[src/rtl/pattern_loader_pkg.sv]
package pattern_loader_pkg;
  typedef enum logic [1:0] {
    ST_IDLE  = 2'd0,
    ST_ARMED = 2'd1,
    ST_LOAD  = 2'd2
  } loadState_e;

  // strobes from control to datapath
  typedef struct packed {
    logic lenLoad;  // latch new length, restart count
    logic cntInc;   // word accepted, advance address
    logic wrEn;     // write current word to the spare buffer
  } dpCtrl_t;
endpackage

[src/rtl/pattern_loader_dp.sv]
module pattern_loader_dp
  import pattern_loader_pkg::*;
#(
  parameter int DATA_W = 16,
  parameter int DEPTH  = 4096,
  parameter int BUFS   = 2
) (
  input  logic                        clk,
  input  logic                        rstN,
  input  dpCtrl_t                     ctl,
  input  logic [$clog2(DEPTH):0]      lenData,
  input  logic [DATA_W-1:0]           inData,
  input  logic                        activeSel,
  output logic                        lenOk,
  output logic                        lenZero,
  output logic                        lastWord,
  output logic [BUFS-1:0]             memWe,
  output logic [$clog2(DEPTH)-1:0]    memAddr,
  output logic [DATA_W-1:0]           memData
);
  localparam int ADDR_W = $clog2(DEPTH);
  localparam int LEN_W  = ADDR_W + 1;

  logic [LEN_W-1:0] lenQ;
  logic [LEN_W-1:0] cntQ;

  always_ff @(posedge clk) begin
    if (!rstN) begin
      lenQ <= '0;
      cntQ <= '0;
    end else if (ctl.lenLoad) begin
      lenQ <= lenData;
      cntQ <= '0;
    end else if (ctl.cntInc) begin
      cntQ <= cntQ + LEN_W'(1);
    end
  end

  assign lenZero  = (lenData == '0);
  assign lenOk    = !lenZero && (lenData <= LEN_W'(DEPTH));
  assign lastWord = ((cntQ + LEN_W'(1)) == lenQ);
  assign memAddr  = cntQ[ADDR_W-1:0];
  assign memData  = inData;

  // one enable per buffer; the spare one is the buffer not being played
  for (genvar b = 0; b < BUFS; b++) begin : gWe
    localparam logic BUF_ID = 1'(b);
    assign memWe[b] = ctl.wrEn && (activeSel != BUF_ID);
  end

  assert_one_target_R5: assert property (@(posedge clk) disable iff (!rstN)
    $onehot0(memWe) && !memWe[activeSel]);

  assert_addr_in_range_R4: assert property (@(posedge clk) disable iff (!rstN)
    ctl.wrEn |-> (cntQ < LEN_W'(DEPTH)));

  assert_count_step_R4: assert property (@(posedge clk) disable iff (!rstN)
    ctl.cntInc && !ctl.lenLoad |=> cntQ == $past(cntQ) + LEN_W'(1));
endmodule

[src/rtl/pattern_loader_ctrl.sv]
module pattern_loader_ctrl
  import pattern_loader_pkg::*;
(
  input  logic    clk,
  input  logic    rstN,
  input  logic    lenWe,
  input  logic    lenOk,
  input  logic    lenZero,
  input  logic    inValid,
  input  logic    lastWord,
  input  logic    activeSel,
  input  logic    errClear,
  output dpCtrl_t ctl,
  output logic    inReady,
  output logic    busy,
  output logic    done,
  output logic    overrunErr,
  output logic    preloadFull
);
  loadState_e stateQ, stateD;
  logic doneQ, ovQ, pfQ, selQ;
  logic accept, finish, zeroDone, swapSeen, ovSet;

  assign inReady  = (stateQ != ST_IDLE);
  assign busy     = (stateQ == ST_LOAD);
  assign accept   = inValid && inReady;
  assign finish   = accept && lastWord;
  assign zeroDone = (stateQ == ST_IDLE) && lenWe && lenZero;
  assign swapSeen = (activeSel != selQ);
  assign ovSet    = swapSeen && busy;

  always_comb begin
    ctl         = '0;
    ctl.lenLoad = (stateQ == ST_IDLE) && lenWe && lenOk;
    ctl.cntInc  = accept;
    ctl.wrEn    = accept;
  end

  always_comb begin
    stateD = stateQ;
    unique case (stateQ)
      ST_IDLE:  if (ctl.lenLoad) stateD = ST_ARMED;
      ST_ARMED: if (accept) stateD = lastWord ? ST_IDLE : ST_LOAD;
      ST_LOAD:  if (finish) stateD = ST_IDLE;
      default:  stateD = ST_IDLE;
    endcase
  end

  always_ff @(posedge clk) begin
    if (!rstN) begin
      stateQ <= ST_IDLE;
      doneQ  <= 1'b0;
      ovQ    <= 1'b0;
      pfQ    <= 1'b0;
      selQ   <= 1'b0;
    end else begin
      stateQ <= stateD;
      doneQ  <= finish || zeroDone;
      selQ   <= activeSel;
      if (ovSet)         ovQ <= 1'b1;
      else if (errClear) ovQ <= 1'b0;
      if (finish || zeroDone) pfQ <= 1'b1;
      else if (swapSeen)      pfQ <= 1'b0;
    end
  end

  assign done        = doneQ;
  assign overrunErr  = ovQ;
  assign preloadFull = pfQ;

  assert_done_after_last_R6: assert property (@(posedge clk) disable iff (!rstN)
    inValid && inReady && lastWord |=> done && !inReady && !busy);

  assert_zero_len_R3: assert property (@(posedge clk) disable iff (!rstN)
    !inReady && lenWe && lenZero |=> done && !inReady);

  assert_busy_ready_R7: assert property (@(posedge clk) disable iff (!rstN)
    busy |-> inReady);

  assert_ov_sticky_R8: assert property (@(posedge clk) disable iff (!rstN)
    overrunErr && !errClear |=> overrunErr);

  assert_ov_swap_R8: assert property (@(posedge clk) disable iff (!rstN)
    busy && (activeSel != selQ) |=> overrunErr);

  assert_pf_done_R9: assert property (@(posedge clk) disable iff (!rstN)
    done |-> preloadFull);
endmodule

[src/rtl/pattern_loader.sv]
module pattern_loader
  import pattern_loader_pkg::*;
#(
  parameter int DATA_W = 16,
  parameter int DEPTH  = 4096
) (
  input  logic                       clk,
  input  logic                       rstN,
  input  logic                       lenWe,
  input  logic [$clog2(DEPTH):0]     lenData,
  input  logic                       inValid,
  input  logic [DATA_W-1:0]          inData,
  output logic                       inReady,
  input  logic                       seqActiveSel,
  input  logic                       errClear,
  output logic [1:0]                 memWe,
  output logic [$clog2(DEPTH)-1:0]   memAddr,
  output logic [DATA_W-1:0]          memData,
  output logic                       busy,
  output logic                       done,
  output logic                       overrunErr,
  output logic                       preloadFull
);
  localparam int BUFS = 2;

  dpCtrl_t ctl;
  logic    lenOk, lenZero, lastWord;

  pattern_loader_ctrl uCtrl (
    .clk(clk), .rstN(rstN), .lenWe(lenWe), .lenOk(lenOk), .lenZero(lenZero),
    .inValid(inValid), .lastWord(lastWord), .activeSel(seqActiveSel),
    .errClear(errClear), .ctl(ctl), .inReady(inReady), .busy(busy),
    .done(done), .overrunErr(overrunErr), .preloadFull(preloadFull)
  );

  pattern_loader_dp #(.DATA_W(DATA_W), .DEPTH(DEPTH), .BUFS(BUFS)) uDp (
    .clk(clk), .rstN(rstN), .ctl(ctl), .lenData(lenData), .inData(inData),
    .activeSel(seqActiveSel), .lenOk(lenOk), .lenZero(lenZero),
    .lastWord(lastWord), .memWe(memWe), .memAddr(memAddr), .memData(memData)
  );
endmodule

[config.mk]
export PLATFORM = sky130hd
export DESIGN_NAME = pattern_loader
export DESIGN_NICKNAME = d
export VERILOG_FILES = /design/src/rtl/pattern_loader_pkg.sv /design/src/rtl/pattern_loader_dp.sv /design/src/rtl/pattern_loader_ctrl.sv /design/src/rtl/pattern_loader.sv
export SDC_FILE = /design/constraint.sdc
export NUM_CORES = 1
export LEC_CHECK = 0
export ABC_CLOCK_PERIOD_IN_PS = 2950
export BUFFER_PORTS_ARGS = -buffer_cell sky130_fd_sc_hd__buf_2
export CORE_AREA = 2 2 66 68
export CTS_CLUSTER_SIZE = 10
export DETAILED_ROUTE_END_ITERATION = 8
export DIE_AREA = 0 0 68 70
export PLACE_DENSITY = 0.79
export SYNTH_ARGS = -nofsm -noshare
export SYNTH_HDL_FRONTEND = slang
export SYNTH_HIERARCHICAL = 1
export SYNTH_SLANG_ARGS = --single-unit
[constraint.sdc]
create_clock -name clk -period 2.95 [get_ports clk]
set_input_delay 0.7375 -clock clk [delete_from_list [all_inputs] [get_ports clk]]
set_output_delay 0.7375 -clock clk [all_outputs]
set_load 0.05 [all_outputs]
==> results.cfg, run 1 <==
[run_status]
outcome = completed

[timing]
worst_pin_slew_ps = 509.4
setup_viol = 0
fmax_mhz = 437.7
period_share_pct = 77.44
slew_headroom_pct = 66.04
tns_ps = 0
fin_crit_ps = 2285
rsz0062_at_grt = false
hold_violations = 0
final_max_slew_viol_count = 0
finClkSkew_ps = 4.333

[layout]
final_cell_mix = buf_2 (37), dfxtp_1 (32), nor2b_1 (17), nor2_1 (16), mux2i_1 (16)
fill_cells = 411
nNetsFinal = 269
drive_gt1_share_pct = 23.08
diodes = 0
final_common_cell = buf_2
regArea_um2 = 640.6
syn_to_final_growth_pct = 4.119
multi_input_area_um2 = 1033

[pwr]
p_leak_nw = 0.8307
finalPower_mw = 0.9075
p_per_area_nw_per_um2 = 441.4
ir_drop_mv = 0.3308

[clocking]
clock_path_buffers = 2
cts_hold_buffers = 0
cts.sinks = 32
cts_max_level = 2
cts_setup_buffers = 0
clock-root-buffer = clkbuf_8
cts_inserted_buffers = 5
path_clk_slew_ps = 60
cts_resized = 0
clk_latency_ps = 280
cts_tree = done

[placement]
io_buffers = 37
place_hpwl_um = 2790
place.gp.congestion = 0.7856

[worst_setup_path]
critPathLaunchType = flip-flop
path_cells = buf_4 -> ha_1 -> xnor2_1 -> nand2_1 -> nor4_1 -> nand4_1 -> a2111oi_2 -> nand2_1 -> mux2i_1 -> o21a_1
cpMostUsedCell = nand2_1
cp_num_buf_inv = 1
end_kind = flip-flop
cpPeakStageDelay_ps = 340
path_max_fanout = 9
slowest_stage = ha_1
crit_arrival_ps = 2510
path_class = flip-flop to flip-flop
cp_top_family = simple AND/OR/NAND/NOR gates
cp.required_ps = 3170

[global_routing]
grt_pass1_wl_um = 5954
grt_pass1_vias = 1325
track_usage_pct = 16.27
antenna_found_initial = 0
grt_start_max_net_pins = 21
gr-total-overflow = 0

[detailed_routing]
ant_nets = 0
drt_iter0_markers = 73
drtPass1Iterations = 4
detail_route.wl_per_cell_um = 12.64
via_count = 1489
drc = 0
finalWirelength_um = 3614
via_per_inst = 5.206

[yosys]
yosys_warnings = 6
syn_inst = 227
avgSynthCellArea_um2 = 8.698
ys_ff_latch = 32
synth-seq-area-share_pct = 32.45
synth.distinct_cells = 39
syn-num-nets = 263
synth_area_um2 = 1974

[die]
die_h_um = 70
fp.dieW_um = 68
rows = 24
start_util_pct = 47.64
coreArea_um2 = 4144
ioPinCount = 70
die-area_um2 = 4760

[flow_run]
maxCapViolCount = 0

[worst_hold_path]
hold_path.class = flip-flop to flip-flop
-- worst reg2reg max path, delay by kind of cell (launching register included) --
family | cells | cell delay [ps]
AO/OA/AOI/OAI | 2 | 460
adder cells (fa/ha/maj) | 1 | 340
XOR/XNOR | 1 | 160
AND/OR/NAND/NOR | 4 | 660
flip-flops | 1 | 290
buffers and inverters | 1 | 160
multiplexers | 1 | 160
-- report_power, final --
group	switching, mW	total (mW)	internal (mW)
registers	0.0103	0.455	0.445
clock network	0.146	0.336	0.190
logic	0.0651	0.117	0.0515
-- per-layer routing --
layer,global-route usage [%],up-vias,share of wire [%]
li1,-,752,-
met1,22.24,693,48
met2,24.49,42,45
met3,4.348,2,6.1
met4,5.556,0,0.75
met5,0,-,0
-- worst paths after layout --
kind | startpoint | end | slack [ps] | cells after the start
min | uCtrl/stateQ[1]$_SDFFE_PN0P_ | uCtrl/stateQ[0]$_SDFFE_PN0P_ | 490 | 1
min reg2reg | uCtrl/stateQ[1]$_SDFFE_PN0P_ | uCtrl/stateQ[0]$_SDFFE_PN0P_ | 490 | 1
max reg2reg | uDp/cntQ[0]$_SDFFE_PP0P_ | uCtrl/preloadFull$_SDFFE_PN0P_ | 670 | 10
max | uDp/cntQ[0]$_SDFFE_PP0P_ | uCtrl/preloadFull$_SDFFE_PN0P_ | 670 | 10
-- cell type report --
cell class              count  share of cell area (%)
repair buffers             41                   10.47
well taps                  52                   3.165
clock buffers               8                   4.382
multi-input cells         150                   50.27
inverters                   3                  0.5478
flip-flops and latches     32                   31.16
-- metrics by stage --
stage / cells / setup WS (ps) / utilization [%] / cell area, um2 / hold WS, ps
finish: 286 / 665.5 / 49.61 / 2056 / 490.2
CTS: 286 / 644.6 / 49.61 / 2056 / 491.4
global route: 286 / 470.8 / 49.61 / 2056 / 524.7
detailed placement: 278 / 539.4 / 47.43 / 1966 / 482.2
floorplan: 227 / 503.6 / - / 1974 / 462.0
global placement: 278 / 570.2 / 47.43 / 1966 / 479.5
-- registers in the layout, indices dropped and copies added (netlist names) --
name and flops:
uCtrl/selQ 1, uDp/lenQ 13, uCtrl/done 1, uCtrl/overrunErr 1, uCtrl/stateQ 2, uDp/cntQ 13
uCtrl/preloadFull 1
-- cells in the mapped netlist --
library cell / n / area share [%]
and4_1: 2 / 0.89
nor4bb_1: 1 / 0.51
clkbuf_4: 1 / 0.38
buf_2: 3 / 0.76
and4b_1: 1 / 0.51
buf_4: 33 / 13
xnor2_1: 15 / 6.7
and2_1: 4 / 1.3
nor2b_2: 1 / 0.44
and2b_1: 1 / 0.38
and4_4: 1 / 0.57
buf_1: 1 / 0.19
clkbuf_1: 4 / 0.76
nand2_1: 10 / 1.9
nand4_1: 5 / 1.6
nor2_1: 16 / 3.0
nor4_1: 4 / 1.3
nor2b_1: 17 / 5.4
dfxtp_1: 32 / 32
o21ai_0: 6 / 1.5
o2111ai_1: 1 / 0.44
o311ai_0: 1 / 0.44
mux2_2: 1 / 0.57
o21bai_1: 1 / 0.38
nand3_1: 11 / 2.8
xor2_1: 14 / 6.2
a31oi_1: 3 / 0.95
ha_1: 1 / 0.63
nor3_1: 1 / 0.25
and2_2: 1 / 0.38
o21a_1: 2 / 0.76
mux2i_1: 16 / 8.1
inv_1: 3 / 0.57
or3_1: 3 / 0.95
a21oi_1: 6 / 1.5
nor2_2: 1 / 0.32
nand2b_1: 1 / 0.32
a2111oi_2: 1 / 0.76
nor3b_2: 1 / 0.63
-- cells by family (layout without fill, tap and decap cells) --
group | Yosys count | in the layout | share of synthesized area (%)
mux | 17 | 17 | 8.682
xor+xnor | 29 | 29 | 12.86
flops | 32 | 32 | 32.45
simple gates | 82 | 82 | 23.38
fa+ha+maj | 1 | 1 | 0.6336
compound gates | 21 | 21 | 6.781
buf+inv | 45 | 52 | 15.21
(Power assumes the default switching activity.)
==> inputs of run 2 (changes only) <==
Settings changed: ABC_AREA set to 1, ABC_CLOCK_PERIOD_IN_PS 2950 to 2150, CORE_AREA 2 2 66 68 to 2 2 67 69, DIE_AREA 0 0 68 70 to 0 0 69 71, PLACE_DENSITY 0.79 to 0.78.
Clock period 2.95 ns to 2.15 ns, I/O delays scaled along.
==> results.cfg, run 2 <==
[yosys]
synthMuxAreaShare_pct = 0
ys_ff_latch = 32
avgSynthCellArea_um2 = 6.521
synth_xor_area_share_pct = 3.752
synth_largest_area_cell = dfxtp_1
synth_area_um2 = 2034
synth_edf_count = 0
synth-simple-area-share_pct = 31.67
synth-compound-area-share_pct = 12.55
yosysMostFrequentCell = nand2_1
synth_fa_ha_area_share_pct = 0.6150
synth_top_family_by_area = simple AND/OR/NAND/NOR gates
synth_top_area_share_pct = 31.49
yosys_warnings = 6
synth-seq-area-share_pct = 31.49
synthTopCellsByCount = nand2_1 (69), inv_1 (41), nor2_1 (37)
synth.distinct_cells = 27
synth_area_leaders = dfxtp_1 (31%), nand2_1 (13%), buf_4 (11%)
syn_inst = 312
synth-async-reset-ratio_pct = 0
syn-num-nets = 348
ys.flop_type = dfxtp_1

[timing]
final_max_slew_viol_count = 0
period_share_pct = 90.17
worst_pin_slew_ps = 391.6
fin_crit_ps = 1939
rsz0062_at_grt = false
slew_headroom_pct = 73.86
hold_violations = 0
setup_viol = 0
fmax_mhz = 515.8
finClkSkew_ps = 2.686
whs_ps = 480.4

[layout]
diodes = 0
final_common_cell = nand2_1
drive_gt1_share_pct = 21.32
syn_to_final_growth_pct = 10.39
nNetsFinal = 368
top_regs = uDp/cntQ: 13 flops, uDp/lenQ: 13 flops, uCtrl/stateQ: 2 flops
final_cell_mix = nand2_1 (68), inv_1 (41), buf_2 (37), nor2_1 (36), dfxtp_1 (32)

[clocking]
clock_path_buffers = 2
clock-root-buffer = clkbuf_8
cts_max_level = 2
cts_tree = done
cts_hold_buffers = 0
cts.sinks = 32
path_clk_slew_ps = 70
cts_inserted_buffers = 5
clk_latency_ps = 290

[die]
start_util_pct = 48.39
fp.dieW_um = 69
die_h_um = 71
rows = 24
die-area_um2 = 4899
ioPinCount = 70
coreArea_um2 = 4204

[global_routing]
grt_pass1_vias = 1839
antenna_found_initial = 0
grt_start_max_net_pins = 19
grt_pass1_wl_um = 7859
track_usage_pct = 19.63
gr-total-overflow = 0

[detailed_routing]
via_count = 1930
detail_route.wl_per_cell_um = 12.10
drc = 0
via_per_inst = 5.013
drtPass1Iterations = 4
ant_nets = 0
finalWirelength_um = 4660
drt_iter0_markers = 158

[pwr]
p_per_area_nw_per_um2 = 687.7
finalPower_mw = 1.544
ir_drop_mv = 0.3449
p_leak_nw = 1.124

[worst_setup_path]
path_max_fanout = 4
cp.required_ps = 2380
critPathLaunchType = flip-flop
end_kind = flip-flop
regToRegStartpoint = uDp/cntQ[0]$_SDFFE_PP0P_
rr_worst_depth = 15
path_class = flip-flop to flip-flop
crit_arrival_ps = 2170
reg2reg_slack_ps = 210
r2r_end = uCtrl/preloadFull$_SDFFE_PN0P_

[run_status]
outcome = completed

[worst_hold_path]
hold_path.class = flip-flop to flip-flop
worst_hold_path.num_cells = 2
hp-start = uCtrl/preloadFull$_SDFFE_PN0P_
holdPathEnd = uCtrl/preloadFull$_SDFFE_PN0P_

[flow_run]
maxCapViolCount = 0

[placement]
place_hpwl_um = 3571
io_buffers = 37
place.gp.congestion = 0.9428
==> run 2: cell count changes after synthesis, moves of 12 or more <==
cell and delta:
a21oi_1 +12, inv_1 +38, mux2i_1 -16, nand2_1 +59
nand3_1 +12, nor2_1 +21, nor2b_1 -17, o21ai_0 +16
xnor2_1 -12
==> run 2: worst max-delay path, stage by stage, from the launching register on <==
cell     delay [ps]
dfxtp_1         340
ha_2            220
nand2_2         110
inv_1           100
nand3_1         100
inv_1           100
nand2_1         120
xor2_2          180
nand2_1          70
nand2_1          60
nand2_1          50
nor2_2          130
nand3_1         100
nand2_1          60
nand2_1          70
nand2_1          70
==> run 2: per-stage QoR <==
stage / instance area [um2] / TNS [ps] / setup slack, ps / util, % / instances
global placement: 2123 / 0 / 40.12 / 50.51 / 377
floorplan: 2034 / 0 / 90.08 / - / 312
CTS: 2231 / 0 / 112.2 / 53.07 / 385
detailed placement: 2123 / -75.88 / -27.06 / 50.51 / 377
global route: 2246 / 0 / 3.795 / 53.42 / 385
finish: 2246 / 0 / 211.3 / 53.42 / 385
==> run 2: area by class of cell <==
| cell class | instances | area, um2 |
|---|---|---|
| timing repair buffer | 48 | 267.8 |
| clock buffer | 6 | 72.57 |
| clock inverter | 2 | 35.03 |
| inverter | 43 | 161.4 |
| fill | 398 | 1958 |
| sequential | 32 | 640.6 |
| tap | 52 | 65.06 |
| multi-input combinational | 202 | 1003 |
==> run 2: worst max path at each step <==
| stage | from | to | cells past startpoint |
|---|---|---|---|
| finish | uDp/cntQ[0]$_SDFFE_PP0P_ | uCtrl/preloadFull$_SDFFE_PN0P_ | 15 |
| global route | lenData[4] | uDp/lenQ[6]$_SDFFE_PN0P_ | 10 |
| CTS | uDp/cntQ[0]$_SDFFE_PP0P_ | uCtrl/preloadFull$_SDFFE_PN0P_ | 15 |
| detailed placement | lenData[4] | uDp/lenQ[7]$_SDFFE_PN0P_ | 10 |
| global placement | lenData[4] | uDp/lenQ[5]$_SDFFE_PN0P_ | 10 |
| floorplan | lenData[1] | uDp/cntQ[10]$_SDFFE_PP0P_ | 10 |
==> run 2: cell families after synthesis <==
logic type / Yosys count
AND/OR/NAND/NOR: 147
buffers and inverters: 78
AO/OA/AOI/OAI: 47
flip-flops: 32
XOR/XNOR: 7
adder cells (fa/ha/maj): 1
==> run 2: per-layer routing <==
metal  track usage, %  share of wire [%]  vias up  routed length [um]
met1            23.52                 43      861                2020
met4            6.754                1.3        0                  59
met5                0                  0        -                   0
li1                 -                  -      998                   -
met3            3.989                7.0        7                 326
met2            35.04                 48       64                2255
==> run 2: timing repair <==
item / 4_1_cts / 5_1_grt
buffers inserted: 0 / 0
endpoints found under the setup margin: 0 / 5
gates resized for setup: 0 / 6
==> run 2: power breakdown <==
part	total, mW	internal, mW	switching (mW)	leakage, nW
logic	0.310	0.106	0.204	0.807
registers	0.664	0.630	0.0341	0.262
clock network	0.570	0.344	0.227	0.0552
total	1.54	1.08	0.465	1.12
